## src/rtl/sdram_mon_pkg.sv

```systemverilog
`timescale 1ns/1ps
package sdram_mon_pkg;

  typedef enum logic [3:0] {
    CMD_DESL  = 4'd0,
    CMD_NOP   = 4'd1,
    CMD_BST   = 4'd2,
    CMD_READ  = 4'd3,
    CMD_WRITE = 4'd4,
    CMD_ACT   = 4'd5,
    CMD_PRE   = 4'd6,
    CMD_REF   = 4'd7,
    CMD_MRS   = 4'd8
  } cmd_e;

  typedef enum logic [1:0] {
    BK_IDLE   = 2'd0,
    BK_OPEN   = 2'd1,
    BK_READ   = 2'd2,
    BK_PRECH  = 2'd3
  } bank_st_e;

  // Pin pattern to command; chip select high masks the strobes.
  function automatic cmd_e decode_pins(input logic cs_n, input logic ras_n,
                                       input logic cas_n, input logic we_n);
    if (cs_n) return CMD_DESL;
    case ({ras_n, cas_n, we_n})
      3'b111:  return CMD_NOP;
      3'b110:  return CMD_BST;
      3'b101:  return CMD_READ;
      3'b100:  return CMD_WRITE;
      3'b011:  return CMD_ACT;
      3'b010:  return CMD_PRE;
      3'b001:  return CMD_REF;
      default: return CMD_MRS;
    endcase
  endfunction

  // Rule for a command aimed at one bank, given that bank's state.
  function automatic logic bank_rule_ok(input bank_st_e st, input cmd_e c);
    case (c)
      CMD_READ, CMD_WRITE: return (st == BK_OPEN) || (st == BK_READ);
      CMD_ACT:             return st == BK_IDLE;
      default:             return 1'b1;
    endcase
  endfunction

  // Timer reload: a window of span cycles seen by commands means span-2.
  function automatic int window_load(input int span);
    return (span >= 2) ? span - 2 : 0;
  endfunction

endpackage

```

## src/rtl/sdram_cmd_decode.sv

```systemverilog
`timescale 1ns/1ps
module sdram_cmd_decode
  import sdram_mon_pkg::*;
(
  input  logic cs_n,
  input  logic ras_n,
  input  logic cas_n,
  input  logic we_n,
  output cmd_e cmd,
  output logic is_banked,
  output logic is_global
);
  assign cmd       = decode_pins(cs_n, ras_n, cas_n, we_n);
  assign is_banked = (cmd == CMD_READ) || (cmd == CMD_WRITE) || (cmd == CMD_ACT);
  assign is_global = (cmd == CMD_REF) || (cmd == CMD_MRS) || (cmd == CMD_BST);
endmodule

```

## src/rtl/sdram_bank_tracker.sv

```systemverilog
`timescale 1ns/1ps
module sdram_bank_tracker
  import sdram_mon_pkg::*;
#(
  parameter int RP_LOAD = 1,
  parameter int RD_LOAD = 4,
  parameter int CNT_W   = 3
) (
  input  logic     clk,
  input  logic     rst,
  input  logic     accept,
  input  cmd_e     cmd,
  input  logic     hit,
  input  logic     pre_all,
  output bank_st_e state
);
  logic [CNT_W-1:0] cnt, cnt_nx;
  bank_st_e         st_nx;
  logic             timer_done;
  logic             pre_here;

  assign timer_done = (cnt == '0);
  assign pre_here   = hit || pre_all;

  always_comb begin
    st_nx  = state;
    cnt_nx = cnt;
    // timers run every cycle, independent of clock enable
    if (state == BK_PRECH || state == BK_READ) begin
      if (timer_done) st_nx = (state == BK_PRECH) ? BK_IDLE : BK_OPEN;
      else            cnt_nx = cnt - 1'b1;
    end
    if (accept) begin
      case (cmd)
        CMD_ACT:   if (hit) st_nx = BK_OPEN;
        CMD_READ:  if (hit) begin
                     st_nx  = BK_READ;
                     cnt_nx = CNT_W'(RD_LOAD);
                   end else if (state == BK_READ) st_nx = BK_OPEN;
        CMD_WRITE: if (hit || state == BK_READ) st_nx = BK_OPEN;
        CMD_BST:   if (state == BK_READ) st_nx = BK_OPEN;
        CMD_PRE:   if (pre_here && (state == BK_OPEN || state == BK_READ)) begin
                     st_nx  = BK_PRECH;
                     cnt_nx = CNT_W'(RP_LOAD);
                   end
        default: ;
      endcase
    end
  end

  always_ff @(posedge clk) begin
    if (rst) begin
      state <= BK_IDLE;
      cnt   <= '0;
    end else begin
      state <= st_nx;
      cnt   <= cnt_nx;
    end
  end

  AST_PRECH_EXITS_TO_IDLE: assert property (@(posedge clk) disable iff (rst)
    ($past(state) == BK_PRECH && state != BK_PRECH) |-> state == BK_IDLE);
  AST_READ_NEEDS_OPEN_ROW: assert property (@(posedge clk) disable iff (rst)
    (state == BK_READ && $past(state) != BK_READ) |-> $past(state) == BK_OPEN);
  AST_PRECH_TIMER_BOUND: assert property (@(posedge clk) disable iff (rst)
    state == BK_PRECH |-> cnt <= CNT_W'(RP_LOAD));
endmodule

```

## src/rtl/sdram_cmd_monitor.sv

```systemverilog
`timescale 1ns/1ps
module sdram_cmd_monitor
  import sdram_mon_pkg::*;
#(
  parameter int NUM_BANKS = 4,
  parameter int T_RP      = 3,
  parameter int BURST_LEN = 4,
  parameter int CAS_LAT   = 2,
  localparam int BANK_W   = (NUM_BANKS > 1) ? $clog2(NUM_BANKS) : 1
) (
  input  logic                   clk,
  input  logic                   rst,
  input  logic                   cke,
  input  logic                   cs_n,
  input  logic                   ras_n,
  input  logic                   cas_n,
  input  logic                   we_n,
  input  logic [BANK_W-1:0]      ba,
  input  logic                   addr_ap,
  output logic [3:0]             cmd_code,
  output logic                   illegal_cmd,
  output logic [2*NUM_BANKS-1:0] bank_state
);
  localparam int RP_LOAD  = window_load(T_RP);
  localparam int RD_LOAD  = window_load(CAS_LAT + BURST_LEN);
  localparam int MAX_LOAD = (RP_LOAD > RD_LOAD) ? RP_LOAD : RD_LOAD;
  localparam int CNT_W    = $clog2(MAX_LOAD + 2);

  cmd_e                 cmd_now;
  logic                 cmd_banked, cmd_global;
  bank_st_e             st [NUM_BANKS];
  logic [NUM_BANKS-1:0] bank_idle, bank_reading;
  logic                 all_idle, any_reading;
  bank_st_e             target_st;
  logic                 cmd_legal, accept, violation;

  sdram_cmd_decode u_dec (
    .cs_n(cs_n), .ras_n(ras_n), .cas_n(cas_n), .we_n(we_n),
    .cmd(cmd_now), .is_banked(cmd_banked), .is_global(cmd_global)
  );

  for (genvar b = 0; b < NUM_BANKS; b++) begin : g_bank
    sdram_bank_tracker #(.RP_LOAD(RP_LOAD), .RD_LOAD(RD_LOAD), .CNT_W(CNT_W)) u_trk (
      .clk(clk), .rst(rst), .accept(accept), .cmd(cmd_now),
      .hit(ba == BANK_W'(b)), .pre_all(addr_ap), .state(st[b])
    );
    assign bank_state[2*b +: 2] = st[b];
    assign bank_idle[b]         = (st[b] == BK_IDLE);
    assign bank_reading[b]      = (st[b] == BK_READ);
  end

  assign all_idle    = &bank_idle;
  assign any_reading = |bank_reading;
  assign target_st   = st[ba];

  always_comb begin
    if (cmd_banked)               cmd_legal = bank_rule_ok(target_st, cmd_now);
    else if (cmd_global)          cmd_legal = (cmd_now == CMD_BST) ? any_reading : all_idle;
    else                          cmd_legal = 1'b1;   // deselect, no-op, precharge
  end

  assign accept    = cke && cmd_legal;
  assign violation = cke && !cmd_legal;

  always_ff @(posedge clk) begin
    if (rst) begin
      cmd_code    <= CMD_DESL;
      illegal_cmd <= 1'b0;
    end else begin
      cmd_code    <= cmd_now;
      illegal_cmd <= violation;
    end
  end

  AST_FLAG_NEEDS_CKE: assert property (@(posedge clk) disable iff (rst)
    illegal_cmd |-> $past(cke));
  AST_NOP_NEVER_FLAGGED: assert property (@(posedge clk) disable iff (rst)
    (cmd_code == CMD_DESL || cmd_code == CMD_NOP) |-> !illegal_cmd);
  AST_GLOBAL_NEEDS_IDLE: assert property (@(posedge clk) disable iff (rst)
    ((cmd_code == CMD_REF || cmd_code == CMD_MRS) && !illegal_cmd && $past(cke))
      |-> $past(all_idle));
endmodule

```

## config.mk

```make
export PLATFORM = sky130hd
export DESIGN_NAME = sdram_cmd_monitor
export DESIGN_NICKNAME = d
export VERILOG_FILES = /design/src/rtl/sdram_mon_pkg.sv /design/src/rtl/sdram_cmd_decode.sv /design/src/rtl/sdram_bank_tracker.sv /design/src/rtl/sdram_cmd_monitor.sv
export SDC_FILE = /design/constraint.sdc
export NUM_CORES = 1
export LEC_CHECK = 0
export BUFFER_PORTS_ARGS = -buffer_cell sky130_fd_sc_hd__buf_2
export CORE_ASPECT_RATIO = 0.7
export CORE_MARGIN = 10
export CORE_UTILIZATION = 35
export CTS_BUF_LIST = sky130_fd_sc_hd__clkbuf_2 sky130_fd_sc_hd__clkbuf_4 sky130_fd_sc_hd__clkbuf_8
export CTS_CLUSTER_SIZE = 10
export DETAILED_ROUTE_END_ITERATION = 7
export GPL_ROUTABILITY_DRIVEN = 0
export SLEW_MARGIN = 10
export SYNTH_ARGS = -nofsm -noshare
export SYNTH_HDL_FRONTEND = slang
export SYNTH_SLANG_ARGS = --single-unit
```

## constraint.sdc

```tcl
create_clock -name clk -period 2.9 [get_ports clk]
set_input_delay 0.145 -clock clk [delete_from_list [all_inputs] [get_ports clk]]
set_output_delay 0.145 -clock clk [all_outputs]
set_load 0.02 [all_outputs]
```

==> key figures, run 1 <==
Status
  – Status: finished clean

Global routing
  – Largest net degree at the start of global routing: 24
  – Global-route wire length before repair: 10.27 mm
  – Grt total ovfl: 0
  – Initial antenna violation count: 0
  – GRT Total Usage: 0.1264
  – Number of global-route vias before repair: 1,924

Synth
  – Synth Area per Inst: 7.846 sq um
  – Post-Syn Nets: 308
  – XOR/XNOR share of the synthesized area: 0.02015
  – Yosys top cell area share: 0.2303
  – Mux cell area share after synthesis: 0.04145
  – Synth Area in Adders: 0.1209
  – Count of cell types in the netlist: 64
  – Simple-gate share of the synthesized area: 0.2274
  – Post-synth EDFFs: 0
  – Flops & latches, synth: 25
  – Ys async rst share: 0
  – Synth area leaders: dfxtp_1 (23%), ha_1 (12%), o21ai_0 (6.0%)
  – Synth Flop Type: dfxtp_1
  – Largest area contributor in the netlist: dfxtp_1
  – Synth top cells by count: inv_1 (26), o21ai_0 (26), dfxtp_1 (25)
  – Largest family of logic cells by synthesized area: compound AO/OA/AOI/OAI gates
  – YS warnings: 0
  – Post-synthesis compound-gate area fraction: 0.2855
  – Register area share after synthesis: 0.2303
  – Synthesized area: 0.002173 sq mm
  – Mapped Cells: 277

Timing
  – Fin crit period: 2.622 ns
  – Clock skew: 0.001758 ns
  – Period Utilization, post-route: 0.9040
  – Setup TNS: 0 ns
  – Worst Tran Pin Value: 0.6256 ns
  – RSZ-0062 raised after global routing: false
  – Final Slew Violations: 0
  – Fmax: 381.5 MHz
  – Max-slew headroom: 0.5816
  – Final-report hold violation count: 0
  – # setup viols final: 0

Layout
  – Area delta synth->final: 9.038%
  – Seq. cell area: 500.5 sq um
  – Final nets: 324
  – Number of fillers in the final layout: 594
  – Share of cells above drive strength 1: 0.1473
  – Core Util, Final: 0.4037
  – Area of the multi-input gates: 0.001511 sq mm
  – Final Non-Filler Cells: 367
  – # diodes: 0

Clock network
  – H-tree depth reported by CTS: 1
  – Clock buffer depth: 2
  – Post-CTS Hold Fix Bufs: 0
  – Clk_lat worst skew: 0.28 ns
  – Post-CTS setup buffers: 0
  – Cts repair resizes: 0
  – CTS root buf: clkbuf_8
  – CTS tree: built
  – Reg clk slew, reported paths: 0.10 ns
  – TritonCTS Buffers: 3
  – CTS sink cnt: 25

Placement
  – Detail Placement HPWL: 4.822 mm
  – Port Buffers: 22
  – DP Cell Count: 363

Worst hold path
  – Hold Startpoint: cke
  – Hold Crit Class: primary input to flop
  – Hold worst-path end: illegal_cmd
  – Worst Hold Path Cells: 2

Routing
  – Met3 WL: 665 um
  – Drt first pass iters: 5
  – DRT Wirelength: 6.337 mm
  – Detailed Route Iter0 Violations: 188
  – Max layer used: met4
  – DR WL/cell: 17.27 um
  – Via Count: 2,108
  – WL met2: 2.334 mm
  – DRT met1 WL: 3.323 mm
  – Via density: 5.744
  – Residual DRC: 0
  – Detail Route Antenna Nets: 0

Floorplanning
  – Initial Util: 0.3702
  – Core outline area: 0.005871 sq mm
  – Die span in y: 85.93 um
  – Total die area: 0.009812 sq mm
  – Die X: 114.2 um
  – # IOs: 23
  – Cell row count: 23

Power
  – Clk pwr share: 0.323
  – Static leakage: 0.9063 nW
  – Internal cell power: 500.4 uW
  – P_sw: 220.6 uW
  – VDD IR max: 0.1750 mV
  – Share of power burned in registers: 0.488
  – Combinational share of power: 0.189
  – Switching share of power: 0.3060
  – PD cells: 304.2 mW/mm^2

Critical path
  – Max FO, Critical Path: 11
  – Crit. End Element: flop
  – FF-to-FF path depth: 8
  – Crit start category: flop
  – Data arrival, critical path: 2.83 ns
  – Reg-to-Reg End: g_bank[1].u_trk.state[1]
  – CP Data Required Time: 3.11 ns
  – Reg2reg start: g_bank[3].u_trk.state[1]
  – Critical path class: flop to flop
  – R2r setup slk: 0.28 ns

Run
  – Max-Cap Viols: 0
==> critical path, stage by stage, from the launching register on <==
cell and delay, ns:
dfxtp_1 0.40, mux4_2 0.49, inv_1 0.07, ha_1 0.21, and3b_1 0.17, o21ai_1 0.31
a31oi_2 0.33, a2111oi_0 0.42, o21bai_1 0.16
==> worst max-delay path by stage <==
stage / from / endpoint / slack (ns)
6_report: g_bank[3].u_trk.state[1] / g_bank[1].u_trk.state[1] / 0.28
5_1_grt: g_bank[3].u_trk.state[1] / g_bank[1].u_trk.state[1] / 0.08
4_1_cts: g_bank[3].u_trk.state[1] / g_bank[1].u_trk.state[1] / 0.29
3_5_place_dp: ba[1] / g_bank[1].u_trk.state[1] / 0.35
3_3_place_gp: g_bank[3].u_trk.state[1] / g_bank[1].u_trk.state[1] / 0.41
2_1_floorplan: ba[1] / g_bank[1].u_trk.state[1] / 0.63
==> power by group through the flow <==
| stage | clock network (mW) | logic [mW] | registers [mW] |
|---|---|---|---|
| after detailed placement | 0 | 0.133 | 0.360 |
| after CTS | 0.243 | 0.133 | 0.352 |
| after global routing | 0.254 | 0.149 | 0.352 |
| after global placement | 0 | 0.135 | 0.359 |
| final | 0.233 | 0.137 | 0.352 |
| after floorplan | 0 | 0.0898 | 0.364 |
==> final cells by class <==
class / count / share of cell area
clock buffers: 4 / 0.02059
inverters: 26 / 0.04118
multi-input cells: 214 / 0.6378
flip-flops and latches: 25 / 0.2112
well taps: 75 / 0.03960
repair buffers: 23 / 0.04963
==> kinds of logic after synthesis <==
| group | count (synthesis) |
|---|---|
| DFF | 25 |
| AOI/OAI and AO/OA | 92 |
| muxes | 6 |
| buffers and inverters | 38 |
| xor gates and xnor gates | 5 |
| adders and majority gates | 21 |
| and+or+nand+nor | 90 |
==> layer usage <==
metal | vias up | global-route usage
met4 | 0 | 0.01022
li1 | 1041 | -
met2 | 85 | 0.1646
met3 | 2 | 0.04732
met5 | - | 0
met1 | 980 | 0.1928
==> through the flow <==
step	hold slack [ns]	setup slack (ns)	total power, mW	instance area [sq um]
floorplan	0.2909	0.6310	0.4538	2173
global placement	0.4025	0.4092	0.4937	2321
detailed placement	0.4124	0.3522	0.4922	2321
CTS	0.1186	0.2900	0.7282	2370
global route	0.1312	0.08155	0.7555	2370
finish	0.1220	0.2784	0.7210	2370
==> layout by cell type, fill, tap and decap left out, types with 2 or more instances in the layout <==
cell type  instances
inv_1             26
o21ai_0           26
dfxtp_1           25
buf_2             22
nor2_1            21
a21oi_1           21
ha_1              21
nand2_1           15
nor3_1            11
o211ai_1           6
xnor2_1            5
and3_1             5
nand2b_1           5
nor2b_1            5
and2_1             5
nand3_1            5
mux2_2             4
o21ai_1            3
nand3b_1           3
clkbuf_8           3
mux4_2             2
a221o_1            2
and3b_1            2
and4b_1            2
and4_1             2
a31oi_2            2
o31ai_1            2
a21o_1             2
a211oi_1           2
o21a_1             2
o21bai_1           2
o22ai_1            2
==> registers in the layout (all words and copies together) (netlist names) <==
signal              cells
g_bank.u_trk.state      8
illegal_cmd             1
g_bank.u_trk.cnt       12
cmd_code                4
Note: power is estimated with default switching activity, not from simulation.
==> inputs of run 2 (changes only) <==
==> constraint.sdc (replaced) <==
create_clock -name clk -period 3.1 [get_ports clk]
set_input_delay 0.155 -clock clk [delete_from_list [all_inputs] [get_ports clk]]
set_output_delay 0.155 -clock clk [all_outputs]
set_load 0.02 [all_outputs]
==> key figures, run 2 (synthesis gave the netlist of run 1 again) <==
Status
  – Status: finished clean

Layout
  – Top reg by flops: g_bank.u_trk.cnt
  – Number of fillers in the final layout: 623 (+4.9%)
  – Biggest regs: g_bank.u_trk.cnt (12), g_bank.u_trk.state (8), cmd_code (4)
  – Most frequent cells in the layout: inv_1 (26), o21ai_0 (26), dfxtp_1 (25)
  – # diodes: 0 (unchanged)
  – Area delta synth->final: 8.693%
  – Final nets: 323 (-0.31%)
  – Largest register FFs: 12 (unchanged)
  – Share of cells above drive strength 1: 0.1443 (-0.002930)

Critical path
  – Cell family with most CP delay: compound AO/OA/AOI/OAI gates
  – Reg-to-Reg End: g_bank[1].u_trk.state[1]
  – Critical path buffers and inverters: 1 (unchanged)
  – Worst path slowest cell: mux4_2
  – R2r setup slk: 0.40 ns (+0.12 ns)
  – Crit path to: g_bank[1].u_trk.state[1]
  – Crit. End Element: flop
  – Critical path class: flop to flop
  – Worst stage delay on the critical path: 0.48 ns (about the same)
  – Data arrival, critical path: 2.91 ns (+0.08 ns)
  – FF-to-FF path depth: 8 (unchanged)
  – CP Cell Sequence: mux4_2 > inv_1 > ha_1 > and3b_1 > o21ai_1 > a31oi_2 > a2111oi_0 > o21bai_1
  – Reg2reg start: g_bank[2].u_trk.state[1]
  – Max FO, Critical Path: 11 (unchanged)
  – Crit start category: flop
  – CP Data Required Time: 3.32 ns (+0.21 ns)
  – Worst Setup SP: g_bank[2].u_trk.state[1]
  – CP Depth: 8 (unchanged)

Global routing
  – Largest net degree at the start of global routing: 24 (unchanged)
  – GRT Total Usage: 0.1280 (+0.001652)
  – Global-route wire length before repair: 10.24 mm (-0.27%)
  – Initial antenna violation count: 0 (unchanged)
  – Number of global-route vias before repair: 1,890 (-1.8%)
  – Grt total ovfl: 0 (unchanged)

Timing
  – Max-slew headroom: 0.5645 (-0.01708)
  – Clock skew: 0.01526 ns (+0.01350 ns)
  – Fmax: 370.8 MHz (-2.8%)
  – Final WS setup: 0.4034 ns (+0.1249 ns)
  – Setup TNS: 0 ns (unchanged)
  – Period Utilization, post-route: 0.8699 (-0.03410)
  – # setup viols final: 0 (unchanged)
  – RSZ-0062 raised after global routing: false
  – Worst Tran Pin Value: 0.6512 ns (+0.02554 ns)
  – Final-report hold violation count: 0 (unchanged)
  – Fin crit period: 2.697 ns (+0.07508 ns)
  – Final Slew Violations: 0 (unchanged)

Routing
  – Detailed Route Iter0 Violations: 229 (+22%)
  – Detail Route Antenna Nets: 0 (unchanged)
  – Via density: 5.850 (+1.8%)
  – Drt first pass iters: 5 (unchanged)
  – DRT Wirelength: 6.479 mm (+2.2%)
  – Residual DRC: 0 (unchanged)
  – DR WL/cell: 17.70 um (+2.5%)
  – Via Count: 2,141 (+1.6%)

Placement
  – Port Buffers: 22 (unchanged)
  – Pre-CTS setup slack: 0.5212 ns (+0.1690 ns)
  – Detail Placement HPWL: 4.832 mm (+0.21%)

Clock network
  – CTS tree: built
  – H-tree depth reported by CTS: 1 (unchanged)
  – Clock buffer depth: 2 (unchanged)
  – Post-CTS setup buffers: 0 (unchanged)
  – CTS sink cnt: 25 (unchanged)
  – Post-CTS Hold Fix Bufs: 0 (unchanged)
  – TritonCTS Buffers: 3 (unchanged)
  – Clk_lat worst skew: 0.29 ns (about the same)
  – Cts repair resizes: 0 (unchanged)
  – Reg clk slew, reported paths: 0.09 ns (about the same)
  – CTS root buf: clkbuf_8

Floorplanning
  – Die X: 114.2 um (unchanged)
  – Cell row count: 23 (unchanged)
  – # IOs: 23 (unchanged)
  – Core outline area: 0.005871 sq mm (unchanged)
  – Total die area: 0.009812 sq mm (unchanged)
  – Die span in y: 85.93 um (unchanged)
  – Initial Util: 0.3702 (unchanged)

Run
  – Max-Cap Viols: 0 (unchanged)

Power
  – VDD IR max: 0.1185 mV (-32%)
  – PD cells: 287.7 mW/mm^2 (-5.4%)
  – Static leakage: 0.9012 nW (-0.57%)

Worst hold path
  – Worst Hold Path Cells: 2 (unchanged)
  – Hold Crit Class: primary input to flop
## run 2: cell count changes in the layout (fill, tap and decap cells not counted), sizes merged
cell,change
buf,-1
## run 2: layout make-up
class,instances,area (sq um),area share
well taps,75,93.84,0.03972
repair buffers,22,110.1,0.04661
clock buffers,4,48.80,0.02066
multi-input cells,214,1511,0.6398
flip-flops and latches,25,500.5,0.2119
inverters,26,97.59,0.04131
## run 2: report_power, final
group / switching [mW] / internal [mW] / leakage, nW
clock network: 0.122 / 0.101 / 0.0262
registers: 0.00320 / 0.326 / 0.202
logic: 0.0871 / 0.0405 / 0.673
total: 0.212 / 0.468 / 0.901
## run 2: per-layer routing
metal,track usage,routed length [um],part of all wire
met1,0.1981,3375,0.52
met2,0.1558,2330,0.36
met5,0,0,0
met3,0.04662,717,0.11
met4,0.02838,55,0.0085
## run 2: how the worst min path moves through the flow
stage	from	end	slack, ns
2_1_floorplan	cke	illegal_cmd	0.30
3_3_place_gp	cke	illegal_cmd	0.41
3_5_place_dp	cke	illegal_cmd	0.42
4_1_cts	cke	illegal_cmd	0.12
5_1_grt	cke	illegal_cmd	0.15
6_report	cke	illegal_cmd	0.14
## run 2: stage by stage
stage | hold slack (ns) | power [mW] | instances | util | instance area (sq um)
2_1_floorplan | 0.3009 | 0.4245 | 277 | - | 2173
3_3_place_gp | 0.4145 | 0.4614 | 362 | 0.3941 | 2313
3_5_place_dp | 0.4222 | 0.4595 | 362 | 0.3941 | 2313
4_1_cts | 0.1236 | 0.6837 | 366 | 0.4024 | 2362
5_1_grt | 0.1475 | 0.7086 | 366 | 0.4024 | 2362
6_report | 0.1374 | 0.6797 | 366 | 0.4024 | 2362
